<file path="src/rtl/seg_addr_pkg.sv">
// Package: shared encodings for the segmented address generator.
// Assumes the segment ids and the access kinds both fit in two bits.
package seg_addr_pkg;

    // Segment register identifiers
    typedef enum logic [1:0] {
        SEG_CODE  = 2'd0,
        SEG_DATA  = 2'd1,
        SEG_STACK = 2'd2,
        SEG_EXTRA = 2'd3
    } seg_id_e;

    // Access kinds carried with a request
    typedef enum logic [1:0] {
        ACC_FETCH  = 2'd0,
        ACC_DATA   = 2'd1,
        ACC_STACK  = 2'd2,
        ACC_STRDST = 2'd3
    } acc_kind_e;

    localparam int NUM_SEG = 4;

endpackage

</file>
<file path="src/rtl/seg_rst_filter.sv">
// seg_rst_filter: qualifies the raw active-low reset.
// What it does: asserts rst_apply only on the edge at which rst_n has been
// sampled low for HOLD consecutive clocks (the current sample included).
// Assumes: HOLD >= 2; rst_n is synchronous to clk.
module seg_rst_filter #(
    parameter int HOLD = 4
) (
    input  logic clk,
    input  logic rst_n,
    output logic rst_apply
);
    localparam int HW = HOLD - 1;

    logic [HW-1:0] hist_q;

    generate
        if (HW == 1) begin : g_one
            // Keep the previous reset sample
            always_ff @(posedge clk) hist_q <= rst_n;
        end else begin : g_many
            // Shift in the latest reset samples
            always_ff @(posedge clk) hist_q <= {hist_q[HW-2:0], rst_n};
        end
    endgenerate

    // Reset is applied when the current and all held samples are low
    always_comb rst_apply = !rst_n && (hist_q == '0);

endmodule

</file>
<file path="src/rtl/seg_reg_file.sv">
// seg_reg_file: segment base registers and instruction pointer.
// What it does: holds NUM_SEG segment values (code segment resets to
// CS_RESET, the rest to zero) and the instruction pointer (resets to
// IP_RESET). The pointer is loaded on a jump or stepped by one or two.
// Assumes: rst_apply comes from the reset filter; loads beat steps.
module seg_reg_file
    import seg_addr_pkg::*;
#(
    parameter int          SEG_W    = 16,
    parameter int          OFF_W    = 16,
    parameter logic [15:0] CS_RESET = 16'hFFFF,
    parameter logic [15:0] IP_RESET = 16'h0000
) (
    input  logic                            clk,
    input  logic                            rst_apply,
    input  logic                            seg_we,
    input  logic [1:0]                      seg_sel,
    input  logic [SEG_W-1:0]                seg_wdata,
    input  logic                            ip_load,
    input  logic [OFF_W-1:0]                ip_target,
    input  logic                            ip_step,
    input  logic                            step_wide,
    output logic [NUM_SEG-1:0][SEG_W-1:0]   seg_vals,
    output logic [OFF_W-1:0]                ip_val
);
    logic [OFF_W-1:0] ip_q;
    logic [OFF_W-1:0] ip_inc;

    generate
        for (genvar i = 0; i < NUM_SEG; i++) begin : g_seg
            localparam logic [SEG_W-1:0] RST_V =
                (i == int'(SEG_CODE)) ? SEG_W'(CS_RESET) : '0;
            logic [SEG_W-1:0] seg_q;
            // Hold one segment base, written when selected
            always_ff @(posedge clk) begin
                if (rst_apply)
                    seg_q <= RST_V;
                else if (seg_we && (seg_sel == 2'(i)))
                    seg_q <= seg_wdata;
            end
            assign seg_vals[i] = seg_q;
        end
    endgenerate

    // Step amount for the instruction pointer, wrapping in OFF_W bits
    always_comb ip_inc = ip_q + (step_wide ? OFF_W'(2) : OFF_W'(1));

    // Instruction pointer: reset, jump load, or fetch step
    always_ff @(posedge clk) begin
        if (rst_apply)
            ip_q <= OFF_W'(IP_RESET);
        else if (ip_load)
            ip_q <= ip_target;
        else if (ip_step)
            ip_q <= ip_inc;
    end

    assign ip_val = ip_q;


    reset_values_chk: assert property (@(posedge clk) disable iff (rst_apply)
        $past(rst_apply) |-> (ip_q == OFF_W'(IP_RESET)) &&
                             (seg_vals[int'(SEG_CODE)] == SEG_W'(CS_RESET)));

    seg_write_lands_chk: assert property (@(posedge clk) disable iff (rst_apply)
        seg_we |=> seg_vals[$past(seg_sel)] == $past(seg_wdata));

    ip_load_chk: assert property (@(posedge clk) disable iff (rst_apply)
        ip_load |=> ip_q == $past(ip_target));

    ip_step_chk: assert property (@(posedge clk) disable iff (rst_apply)
        (ip_step && !ip_load) |=>
            ip_q == $past(ip_q) + ($past(step_wide) ? OFF_W'(2) : OFF_W'(1)));

    ip_hold_chk: assert property (@(posedge clk) disable iff (rst_apply)
        (!ip_step && !ip_load) |=> $stable(ip_q));

endmodule

</file>
<file path="src/rtl/seg_select.sv">
// seg_select: picks segment and offset for a request.
// What it does: maps the access kind to its default segment, applies an
// override for data and stack kinds only, and chooses the instruction
// pointer as offset for fetches.
// Assumes: purely combinational; the caller registers the result.
module seg_select
    import seg_addr_pkg::*;
#(
    parameter int SEG_W = 16,
    parameter int OFF_W = 16
) (
    input  logic [1:0]                    req_kind,
    input  logic                          ovr_en,
    input  logic [1:0]                    ovr_seg,
    input  logic [OFF_W-1:0]              req_offset,
    input  logic [OFF_W-1:0]              ip_val,
    input  logic [NUM_SEG-1:0][SEG_W-1:0] seg_vals,
    output logic [1:0]                    sel_id,
    output logic [SEG_W-1:0]              sel_seg,
    output logic [OFF_W-1:0]              sel_off
);
    acc_kind_e kind;

    // Decode the access kind and apply the override rules
    always_comb begin
        kind = acc_kind_e'(req_kind);
        unique case (kind)
            ACC_FETCH:  sel_id = 2'(SEG_CODE);
            ACC_STRDST: sel_id = 2'(SEG_EXTRA);
            ACC_DATA:   sel_id = ovr_en ? ovr_seg : 2'(SEG_DATA);
            ACC_STACK:  sel_id = ovr_en ? ovr_seg : 2'(SEG_STACK);
            default:    sel_id = 2'(SEG_DATA);
        endcase
    end

    // Route the chosen segment and offset
    always_comb begin
        sel_seg = seg_vals[sel_id];
        sel_off = (kind == ACC_FETCH) ? ip_val : req_offset;
    end

endmodule

</file>
<file path="src/rtl/seg_adder.sv">
// seg_adder: shift-and-add physical address former.
// What it does: returns (seg << SHIFT) + off truncated to PA_W bits.
// Assumes: OFF_W <= PA_W; the carry out of the top bit is dropped.
module seg_adder #(
    parameter int SEG_W = 16,
    parameter int OFF_W = 16,
    parameter int SHIFT = 4,
    parameter int PA_W  = SEG_W + SHIFT
) (
    input  logic [SEG_W-1:0] seg,
    input  logic [OFF_W-1:0] off,
    output logic [PA_W-1:0]  phys
);
    logic [PA_W-1:0] base;
    logic [PA_W-1:0] ext_off;

    // Align the base and add the offset, wrapping at PA_W bits
    always_comb begin
        base    = PA_W'(seg) << SHIFT;
        ext_off = PA_W'(off);
        phys    = base + ext_off;
    end

endmodule

</file>
<file path="src/rtl/seg_addr_gen.sv">
// seg_addr_gen: segmented physical address generator (top).
// What it does: filters reset, keeps segment and pointer state, selects
// the segment and offset per request, forms the address and registers it
// with a valid strobe one cycle after the request.
// Assumes: all inputs are synchronous to clk; one request per cycle.
module seg_addr_gen
    import seg_addr_pkg::*;
#(
    parameter int          SEG_W    = 16,
    parameter int          OFF_W    = 16,
    parameter int          SHIFT    = 4,
    parameter int          RST_HOLD = 4,
    parameter logic [15:0] CS_RESET = 16'hFFFF,
    parameter logic [15:0] IP_RESET = 16'h0000,
    localparam int         PA_W     = SEG_W + SHIFT
) (
    input  logic             clk,
    input  logic             rst_n,
    input  logic             seg_we,
    input  logic [1:0]       seg_sel,
    input  logic [SEG_W-1:0] seg_wdata,
    input  logic             ip_load,
    input  logic [OFF_W-1:0] ip_target,
    input  logic             req_valid,
    input  logic [1:0]       req_kind,
    input  logic [OFF_W-1:0] req_offset,
    input  logic             ovr_en,
    input  logic [1:0]       ovr_seg,
    input  logic             fetch_wide,
    output logic             addr_valid,
    output logic [PA_W-1:0]  addr_out
);
    logic                           rst_apply;
    logic                           is_fetch;
    logic [NUM_SEG-1:0][SEG_W-1:0]  seg_vals;
    logic [OFF_W-1:0]               ip_val;
    logic [1:0]                     sel_id;
    logic [SEG_W-1:0]               sel_seg;
    logic [OFF_W-1:0]               sel_off;
    logic [PA_W-1:0]                phys;
    logic                           valid_q;
    logic [PA_W-1:0]                addr_q;

    // A fetch steps the instruction pointer
    always_comb is_fetch = req_valid && (req_kind == 2'(ACC_FETCH));

    seg_rst_filter #(.HOLD(RST_HOLD)) u_rst (
        .clk       (clk),
        .rst_n     (rst_n),
        .rst_apply (rst_apply)
    );

    seg_reg_file #(
        .SEG_W(SEG_W), .OFF_W(OFF_W),
        .CS_RESET(CS_RESET), .IP_RESET(IP_RESET)
    ) u_regs (
        .clk       (clk),
        .rst_apply (rst_apply),
        .seg_we    (seg_we),
        .seg_sel   (seg_sel),
        .seg_wdata (seg_wdata),
        .ip_load   (ip_load),
        .ip_target (ip_target),
        .ip_step   (is_fetch),
        .step_wide (fetch_wide),
        .seg_vals  (seg_vals),
        .ip_val    (ip_val)
    );

    seg_select #(.SEG_W(SEG_W), .OFF_W(OFF_W)) u_sel (
        .req_kind   (req_kind),
        .ovr_en     (ovr_en),
        .ovr_seg    (ovr_seg),
        .req_offset (req_offset),
        .ip_val     (ip_val),
        .seg_vals   (seg_vals),
        .sel_id     (sel_id),
        .sel_seg    (sel_seg),
        .sel_off    (sel_off)
    );

    seg_adder #(.SEG_W(SEG_W), .OFF_W(OFF_W), .SHIFT(SHIFT), .PA_W(PA_W)) u_add (
        .seg  (sel_seg),
        .off  (sel_off),
        .phys (phys)
    );

    // Output register: strobe follows the request, address held otherwise
    always_ff @(posedge clk) begin
        if (rst_apply) begin
            valid_q <= 1'b0;
            addr_q  <= '0;
        end else begin
            valid_q <= req_valid;
            if (req_valid)
                addr_q <= phys;
        end
    end

    assign addr_valid = valid_q;
    assign addr_out   = addr_q;


    valid_follows_chk: assert property (@(posedge clk) disable iff (rst_apply)
        req_valid |=> addr_valid);

    valid_quiet_chk: assert property (@(posedge clk) disable iff (rst_apply)
        !req_valid |=> !addr_valid);

    fetch_code_chk: assert property (@(posedge clk) disable iff (rst_apply)
        (req_kind == 2'(ACC_FETCH)) |-> (sel_id == 2'(SEG_CODE)) && (sel_off == ip_val));

    strdst_fixed_chk: assert property (@(posedge clk) disable iff (rst_apply)
        (req_kind == 2'(ACC_STRDST)) |-> (sel_id == 2'(SEG_EXTRA)) && (sel_off == req_offset));

    reset_quiet_chk: assert property (@(posedge clk)
        rst_apply |=> !addr_valid);

endmodule

</file>
<file path="config.mk">
export PLATFORM = sky130hd
export DESIGN_NAME = seg_addr_gen
export DESIGN_NICKNAME = d
export VERILOG_FILES = /design/src/rtl/seg_addr_pkg.sv /design/src/rtl/seg_rst_filter.sv /design/src/rtl/seg_reg_file.sv /design/src/rtl/seg_select.sv /design/src/rtl/seg_adder.sv /design/src/rtl/seg_addr_gen.sv
export SDC_FILE = /design/constraint.sdc
export NUM_CORES = 1
export LEC_CHECK = 0
export BUFFER_PORTS_ARGS = -buffer_cell sky130_fd_sc_hd__buf_2
export CORE_UTILIZATION = 47
export DETAILED_ROUTE_END_ITERATION = 12
export PLACE_DENSITY = 0.77
export RECOVER_POWER = 25
export SYNTH_ARGS = -nofsm -noshare
export SYNTH_HDL_FRONTEND = slang
export SYNTH_SLANG_ARGS = --single-unit
export TNS_END_PERCENT = 1
</file>
<file path="constraint.sdc">
create_clock -name clk -period 3.4 [get_ports clk]
set_input_delay 0.17 -clock clk [delete_from_list [all_inputs] [get_ports clk]]
set_output_delay 0.17 -clock clk [all_outputs]
set_load 0.02 [all_outputs]
</file>
==> metrics.md, run 1 <==
| Metric | Value |
|---|---|
| First-pass GRT wire length | `21,700 um` |
| Clock slew at reported path FFs | `0.10 ns` |
| Chip Height | `107 um` |
| First-pass DRT Iterations | `5` |
| Crit path DAT | `3.48 ns` |
| Cell type contributing the most total cell area after synthesis | `sky130_fd_sc_hd__dfxtp_1` |
| Post-route DRC violation count | `0` |
| Clock Tree Buf Depth | `2` |
| Hold_buf cts | `1` |
| Critical path cell sequence | `buf_2 -> a21o_4 -> a22o_1 -> buf_4 -> nand2_1 -> a31oi_1 -> ha_1 -> a21oi_1 -> or3b_2 -> o221ai_1 -> and4bb_1 -> xnor2_1 -> a21oi_1` |
| Share of flip-flops with an asynchronous set or reset | `0%` |
| Net count after synthesis | `727` |
| Die width | `107 um` |
| Count of antenna-violating nets left after detailed routing | `0` |
| Result of the run | `finished with violations` |
| Core footprint | `10,500 um2` |
| Critical path's largest stage delay | `0.58 ns` |
| Number of nets in the finished design | `805` |
| WHS | `0.0395 ns` |
| Worst Path Required | `3.65 ns` |
| Leakage component of the power | `2.56 nW` |
| RSZ-0062 raised after global routing | `no` |
| Placer Congestion | `0.877` |
| Number of buffers created by CTS | `9` |
| Area share of the largest cell type after synthesis | `40.3%` |
| Leading cell types in the layout, fill and taps excluded | `172 x sky130_fd_sc_hd__nand2_1, 104 x sky130_fd_sc_hd__dfxtp_1, 72 x sky130_fd_sc_hd__a21oi_1` |
| Seq. cell area | `2080 um2` |
| Number of endpoints with negative hold slack in the final report | `0` |
| Leading register cell type out of synthesis | `sky130_fd_sc_hd__dfxtp_1` |
| Congestion Overflow GR | `0` |
| Number of library cell types mapped by synthesis | `49` |
| Area of combinational cells with multiple inputs | `2900 um2` |
| Post-detailed-routing wire length | `13,200 um` |
| Register bit count reported by yosys | `104` |
| Synthesis Warnings | `0` |
| Starting DRT DRC Count | `408` |
| FP Rows | `37` |
| Number of synthesized flops with an enable pin | `0` |
| WL per Instance | `15.2 um` |
| Hold Crit Class | `input pin to flop` |
| Top achievable clock speed | `0.310 GHz` |
| Routed wire length on met3 | `807 um` |
| Met2 Routed Length | `6280 um` |
| Worst Clk Skew | `0.0126 ns` |
| Gate Count Post-Synth | `649` |
| Sequential element share of the synthesized area | `40.3%` |
| Crit path max fanout | `18` |
| Number of antenna violations at the first check in global routing | `0` |
| Slowest-stage cell, CP | `sky130_fd_sc_hd__a22o_1` |
| Worst Max-Slew Pin Slew | `1.62 ns` |
| Mapped cell area | `5170 um2` |
| Maximum resistive drop on vdd | `0.236 mV` |
| Antenna diodes | `0` |
| HPWL after detailed placement | `9420 um` |
| Post-layout minimum cycle time | `3.23 ns` |
| Most frequent standard cell in the layout excluding fill and tap cells | `sky130_fd_sc_hd__nand2_1` |
| Layout cell share with drive strength beyond 1 | `16.7%` |
| Highest Signal Layer | `met4` |
| Overall Global Routing Usage | `24.0%` |
| Die Outline Area | `11,400 um2` |
| Number of buffers inserted to repair setup after CTS | `0` |
| Synth area leaders | `sky130_fd_sc_hd__dfxtp_1 40%, sky130_fd_sc_hd__nand2_1 12%, sky130_fd_sc_hd__a21oi_1 7.0%` |
| CP most frequent cell | `sky130_fd_sc_hd__a21oi_1` |
| Maximum level of the CTS H-tree | `3` |
| Largest net degree at the start of global routing | `80` |
| Buffer type at the clock tree root | `sky130_fd_sc_hd__clkbuf_8` |
| Via count of the first global-routing pass | `4,553` |
| Clock latency of the later-clocked register in the worst-skew pair | `0.38 ns` |
| DR vias | `4,732` |
| Total power density per cell area | `566 nW/um2` |
| Total count of max-transition violations in the final report | `80` |
| Maximum Capacitance Violations | `1` |
| Final TNS setup | `0 ns` |
| Metal-1 WL | `5930 um` |
| Post-cts sizing count | `0` |
| Per-instance average area after synthesis | `7.97 um2` |
| Violated checks | `capacitance limit, slew limit` |
| Layout Area Growth over Synthesis | `15.5%` |
| Via density per instance | `5.45` |
| Clock tree from TritonCTS | `done` |
| Part of the cycle the worst path needs | `95.0%` |
| Initial core utilization | `49.2%` |
| Clock sink count | `104` |
| Slew Limit Headroom | `-7.97%` |
| Kind of end point of the critical path | `flop` |
| Critical path start-end classification | `input pin to flop` |
| Final setup vio count | `0` |
| Total Power | `3.38 mW` |
| IO Pins | `82` |
| Nature of the critical path startpoint | `input pin` |
| Port Buffers | `81` |
| Filler Cells Inserted | `964` |
[final cells by class]
cell class	count	area share [%]
well taps	136	2.85
repair buffers	108	10.1
clock inverters	6	1.13
inverters	4	0.251
flip-flops and latches	104	34.9
multi-input cells	500	48.6
clock buffers	10	2.14
[state kept, by name, summed over array words and instances (netlist names)]
register / flops
u_regs.ip_val: 16
addr_valid: 1
addr_out: 20
u_regs.g_seg.seg_q: 64
u_rst.hist_q: 3
[cells in the mapped netlist (all sizes together), types with 2 or more instances]
cell type and number:
nand2 172, dfxtp 104, a21oi 72, nor2 45
clkbuf 33, nand3 24, mux2i 22, xnor2 21
a211oi 17, and2 16, ha 15, o21ai 14
a31oi 13, mux2 13, buf 8, xor2 7
a21o 5, nand4 5, a311oi 4, and3 4
inv 4, nand3b 4, nand2b 3, or3b 3
a22oi 2, fa 2, nor3 2
[per-stage QoR]
step	area [um2]	util, %	cells	worst slack, ns
detailed placement	5800	55.2	851	-0.114
global placement	5800	55.2	851	-0.0204
global route	5970	56.8	868	0.00961
finish	5970	56.8	868	0.170
floorplan	5170	-	649	0.156
CTS	6010	57.2	868	0.266
[cells by family (layout without fill, tap and decap cells)]
| group | Yosys count | count (layout) | synth area share (%) |
|---|---|---|---|
| DFF | 104 | 104 | 40.3 |
| muxes | 35 | 35 | 7.09 |
| and+or+nand+nor | 286 | 286 | 24.3 |
| AOI/OAI and AO/OA | 134 | 134 | 15.6 |
| adders and majority gates | 17 | 17 | 4.40 |
| buffers and inverters | 45 | 128 | 3.56 |
| xor gates and xnor gates | 28 | 28 | 4.74 |
[metal layers]
layer / vias up / track usage (%)
li1: 2372 / -
met1: 2176 / 30.5
met2: 163 / 41.3
met3: 21 / 4.62
met4: 0 / 6.75
met5: - / 0
[power by group]
group | internal (mW) | switching, mW | total, mW
sequential | 1.45 | 0.138 | 1.59
clock | 0.345 | 0.439 | 0.784
combinational | 0.427 | 0.581 | 1.01
total | 2.22 | 1.16 | 3.38
[worst paths after layout]
check                                          from                       endpoint  slack (ns)  cells past startpoint
max                                          ovr_en      addr_out[19]$_SDFFE_PP0P_        0.17                     13
min                                    ip_target[1]  u_regs.ip_val[1]$_SDFFE_PP0P_        0.04                      3
max reg2reg  u_regs.g_seg[3].seg_q[10]$_SDFFE_PP0P_      addr_out[19]$_SDFFE_PP0P_        0.63                     10
min reg2reg                 u_rst.hist_q[1]$_DFF_P_        u_rst.hist_q[2]$_DFF_P_        0.38                      0
[critical path, delay by kind of cell]
kind,cells,cell delay [ns]
buffers and inverters,2,0.39
AND/OR/NAND/NOR,3,0.82
adder cells (fa/ha/maj),1,0.31
AO/OA/AOI/OAI,6,1.62
XOR/XNOR,1,0.17
(Power assumes the default switching activity.)
==> run 2: changes to the inputs <==
--- a/config.mk
+++ b/config.mk
@@ -10,6 +10,7 @@
 export DETAILED_ROUTE_END_ITERATION = 12
 export PLACE_DENSITY = 0.77
 export RECOVER_POWER = 25
+export REMOVE_ABC_BUFFERS = 1
 export SYNTH_ARGS = -nofsm -noshare
 export SYNTH_HDL_FRONTEND = slang
 export SYNTH_SLANG_ARGS = --single-unit
==> constraint.sdc (replaced) <==
create_clock -name clk -period 3.4 [get_ports clk]
set_input_delay 0.17 -clock clk [delete_from_list [all_inputs] [get_ports clk]]
set_output_delay 0.17 -clock clk [all_outputs]
set_load 0.05 [all_outputs]
==> run 2 against run 1 <==
  * The flow now finishes without violations
  * Wire length is essentially flat
  * Hold slack lost 0.012 ns
  * Maximum frequency grew 5.1%
  * Critical path depth grew 1
==> metrics.md, run 2 (synthesis gave the netlist of run 1 again) <==
| Metric | Value |
|---|---|
| Result of the run | `completed (was finished with violations)` |
| Count of antenna-violating nets left after detailed routing | `0 (unchanged)` |
| Number of buffers inserted to repair setup after CTS | `0 (unchanged)` |
| Antenna diodes | `0 (unchanged)` |
| RSZ-0062 raised after global routing | `no (unchanged)` |
| Chip Height | `107 um (unchanged)` |
| Worst R2R Setup Slack | `0.70 ns (was 0.63 ns)` |
| Port Buffers | `81 (unchanged)` |
| Part of the cycle the worst path needs | `90.4% (was 95.0%)` |
| Worst Clk Skew | `0.0124 ns (was 0.0126 ns)` |
| Post-route DRC violation count | `0 (unchanged)` |
| Worst Path Required | `3.65 ns (about the same)` |
| Number of nets in the finished design | `798 (was 805)` |
| Via count of the first global-routing pass | `4,594 (was 4,553)` |
| Number of cells on the worst reg-to-reg path | `11 (was 10)` |
| Total power density per cell area | `596 nW/um2 (was 566 nW/um2)` |
| Maximum resistive drop on vdd | `0.279 mV (was 0.236 mV)` |
| Clock latency of the later-clocked register in the worst-skew pair | `0.38 ns (about the same)` |
| Crit path DAT | `3.33 ns (was 3.48 ns)` |
| Post-layout minimum cycle time | `3.07 ns (was 3.23 ns)` |
| Maximum level of the CTS H-tree | `3 (unchanged)` |
| Total count of max-transition violations in the final report | `0 (was 80)` |
| Die width | `107 um (unchanged)` |
| Number of antenna violations at the first check in global routing | `0 (unchanged)` |
| Post-detailed-routing wire length | `13,200 um (about the same)` |
| Hold path endpoint | `u_regs.ip_val[2]$_SDFFE_PP0P_ (was u_regs.ip_val[1]$_SDFFE_PP0P_)` |
| First-pass DRT Iterations | `7 (was 5)` |
| Slew Limit Headroom | `19.5% (was -7.97%)` |
| Clock sink count | `104 (unchanged)` |
| Critical register-to-register path startpoint | `u_regs.g_seg[3].seg_q[6]$_SDFFE_PP0P_ (was u_regs.g_seg[3].seg_q[10]$_SDFFE_PP0P_)` |
| Endpoint of the worst register-to-register path | `addr_out[19]$_SDFFE_PP0P_ (unchanged)` |
| Hold_buf cts | `1 (unchanged)` |
| Worst Max-Slew Pin Slew | `1.21 ns (was 1.62 ns)` |
| Most frequent standard cell in the layout excluding fill and tap cells | `sky130_fd_sc_hd__nand2_1 (unchanged)` |
| Starting DRT DRC Count | `398 (was 408)` |
| Top reg by flops | `u_regs.g_seg.seg_q (unchanged)` |
| FP Rows | `37 (unchanged)` |
| Maximum Capacitance Violations | `0 (was 1)` |
| Highest Signal Layer | `met4 (unchanged)` |
| Met2 Routed Length | `6400 um (was 6280 um)` |
| Post-cts sizing count | `0 (unchanged)` |
| Post-placement cell count | `844 (was 851)` |
| Clock Tree Buf Depth | `2 (unchanged)` |
| Metal-1 WL | `5900 um (was 5930 um)` |
| Hold_sp | `ip_target[2] (was ip_target[1])` |
| Clock tree from TritonCTS | `done (unchanged)` |
| Overall Global Routing Usage | `23.7% (was 24.0%)` |
| Routed wire length on met3 | `740 um (was 807 um)` |
| Nature of the critical path startpoint | `input pin (unchanged)` |
| IO Pins | `82 (unchanged)` |
| Congestion Overflow GR | `0 (unchanged)` |
| Top achievable clock speed | `0.325 GHz (was 0.310 GHz)` |
| Final setup vio count | `0 (unchanged)` |
| Total Power | `3.53 mW (was 3.38 mW)` |
| Flip-flop count of the largest register, all copies and words added | `64 (unchanged)` |
| Hold Crit Class | `input pin to flop (unchanged)` |
| HPWL after detailed placement | `9260 um (was 9420 um)` |
| Non-filler instance count after layout | `861 (was 868)` |
| Worst setup path startpoint | `ovr_en (unchanged)` |
| Leakage component of the power | `2.53 nW (was 2.56 nW)` |
| Critical path start-end classification | `input pin to flop (unchanged)` |
| Placer Congestion | `0.893 (was 0.877)` |
| Layout Area Growth over Synthesis | `14.7% (was 15.5%)` |
| Via density per instance | `5.51 (was 5.45)` |
| Worst Hold Path Cells | `3 (unchanged)` |
| Clock slew at reported path FFs | `0.11 ns (was 0.10 ns)` |
| Crit path max fanout | `16 (was 18)` |
| Kind of end point of the critical path | `flop (unchanged)` |
| Largest net degree at the start of global routing | `80 (unchanged)` |
| Initial core utilization | `49.2% (unchanged)` |
| WL per Instance | `15.3 um (was 15.2 um)` |
| Die Outline Area | `11,400 um2 (unchanged)` |
| Number of buffers created by CTS | `9 (unchanged)` |
| Layout cell share with drive strength beyond 1 | `16.0% (was 16.7%)` |
| Number of endpoints with negative hold slack in the final report | `0 (unchanged)` |
| Leading cell types in the layout, fill and taps excluded | `172 x sky130_fd_sc_hd__nand2_1, 104 x sky130_fd_sc_hd__dfxtp_1, 72 x sky130_fd_sc_hd__a21oi_1 (unchanged)` |
| Core footprint | `10,500 um2 (unchanged)` |
| WHS | `0.0280 ns (was 0.0395 ns)` |
| Buffer type at the clock tree root | `sky130_fd_sc_hd__clkbuf_8 (unchanged)` |
| DR vias | `4,742 (was 4,732)` |
| First-pass GRT wire length | `21,500 um (was 21,700 um)` |
-- run 2: power breakdown --
group / total [mW] / switching (mW) / leakage, nW / internal (mW)
registers: 1.59 / 0.136 / 0.872 / 1.45
logic: 1.18 / 0.769 / 1.56 / 0.406
clock network: 0.769 / 0.481 / 0.0964 / 0.288
total: 3.53 / 1.39 / 2.53 / 2.14
-- run 2: worst max path at each step --
stage / slack (ns) / endpoint
after CTS: 0.32 / addr_out[19]$_SDFFE_PP0P_
after global routing: 0.16 / addr_out[19]$_SDFFE_PP0P_
after detailed placement: -0.004 / addr_out[19]$_SDFFE_PP0P_
after floorplan: -3.25 / addr_out[15]$_SDFFE_PP0P_
after global placement: 0.12 / addr_out[19]$_SDFFE_PP0P_
final: 0.33 / addr_out[19]$_SDFFE_PP0P_
-- run 2: layout make-up --
cell class | count | area [um2]
fillers | 959 | 4580
multi-input cells | 500 | 2910
flip-flops and latches | 104 | 2080
repair buffers | 101 | 552
well taps | 136 | 170
clock buffers | 9 | 124
clock inverters | 7 | 75.1
inverters | 4 | 15.0
-- run 2: worst max-delay path, cell delays in order --
cell and delay, ns:
sky130_fd_sc_hd__buf_2 0.13, sky130_fd_sc_hd__a21o_4 0.21, sky130_fd_sc_hd__a22o_1 0.43, sky130_fd_sc_hd__and2_1 0.26
sky130_fd_sc_hd__a211oi_1 0.21, sky130_fd_sc_hd__a31oi_1 0.11, sky130_fd_sc_hd__ha_1 0.32, sky130_fd_sc_hd__a21oi_1 0.18
sky130_fd_sc_hd__o21ai_0 0.12, sky130_fd_sc_hd__or3b_2 0.47, sky130_fd_sc_hd__o221ai_1 0.21, sky130_fd_sc_hd__and4bb_1 0.26
sky130_fd_sc_hd__xnor2_1 0.15, sky130_fd_sc_hd__a21oi_1 0.08
-- run 2: per-stage QoR --
| stage | setup TNS (ns) | utilization [%] | setup slack (ns) | instance area, um2 |
|---|---|---|---|---|
| after floorplan | -222.16 | - | -3.25 | 5000 |
| after global placement | 0 | 54.7 | 0.118 | 5750 |
| after detailed placement | -0.00393 | 54.7 | -0.00393 | 5750 |
| after CTS | 0 | 56.7 | 0.320 | 5960 |
| after global routing | 0 | 56.4 | 0.158 | 5930 |
| final | 0 | 56.4 | 0.327 | 5930 |
-- run 2: layer usage --
metal  global-route usage (%)  vias up
met2                     40.5      143
met3                     4.07       17
met1                     30.1     2226
met4                     8.12        0
met5                        0        -
li1                         -     2356
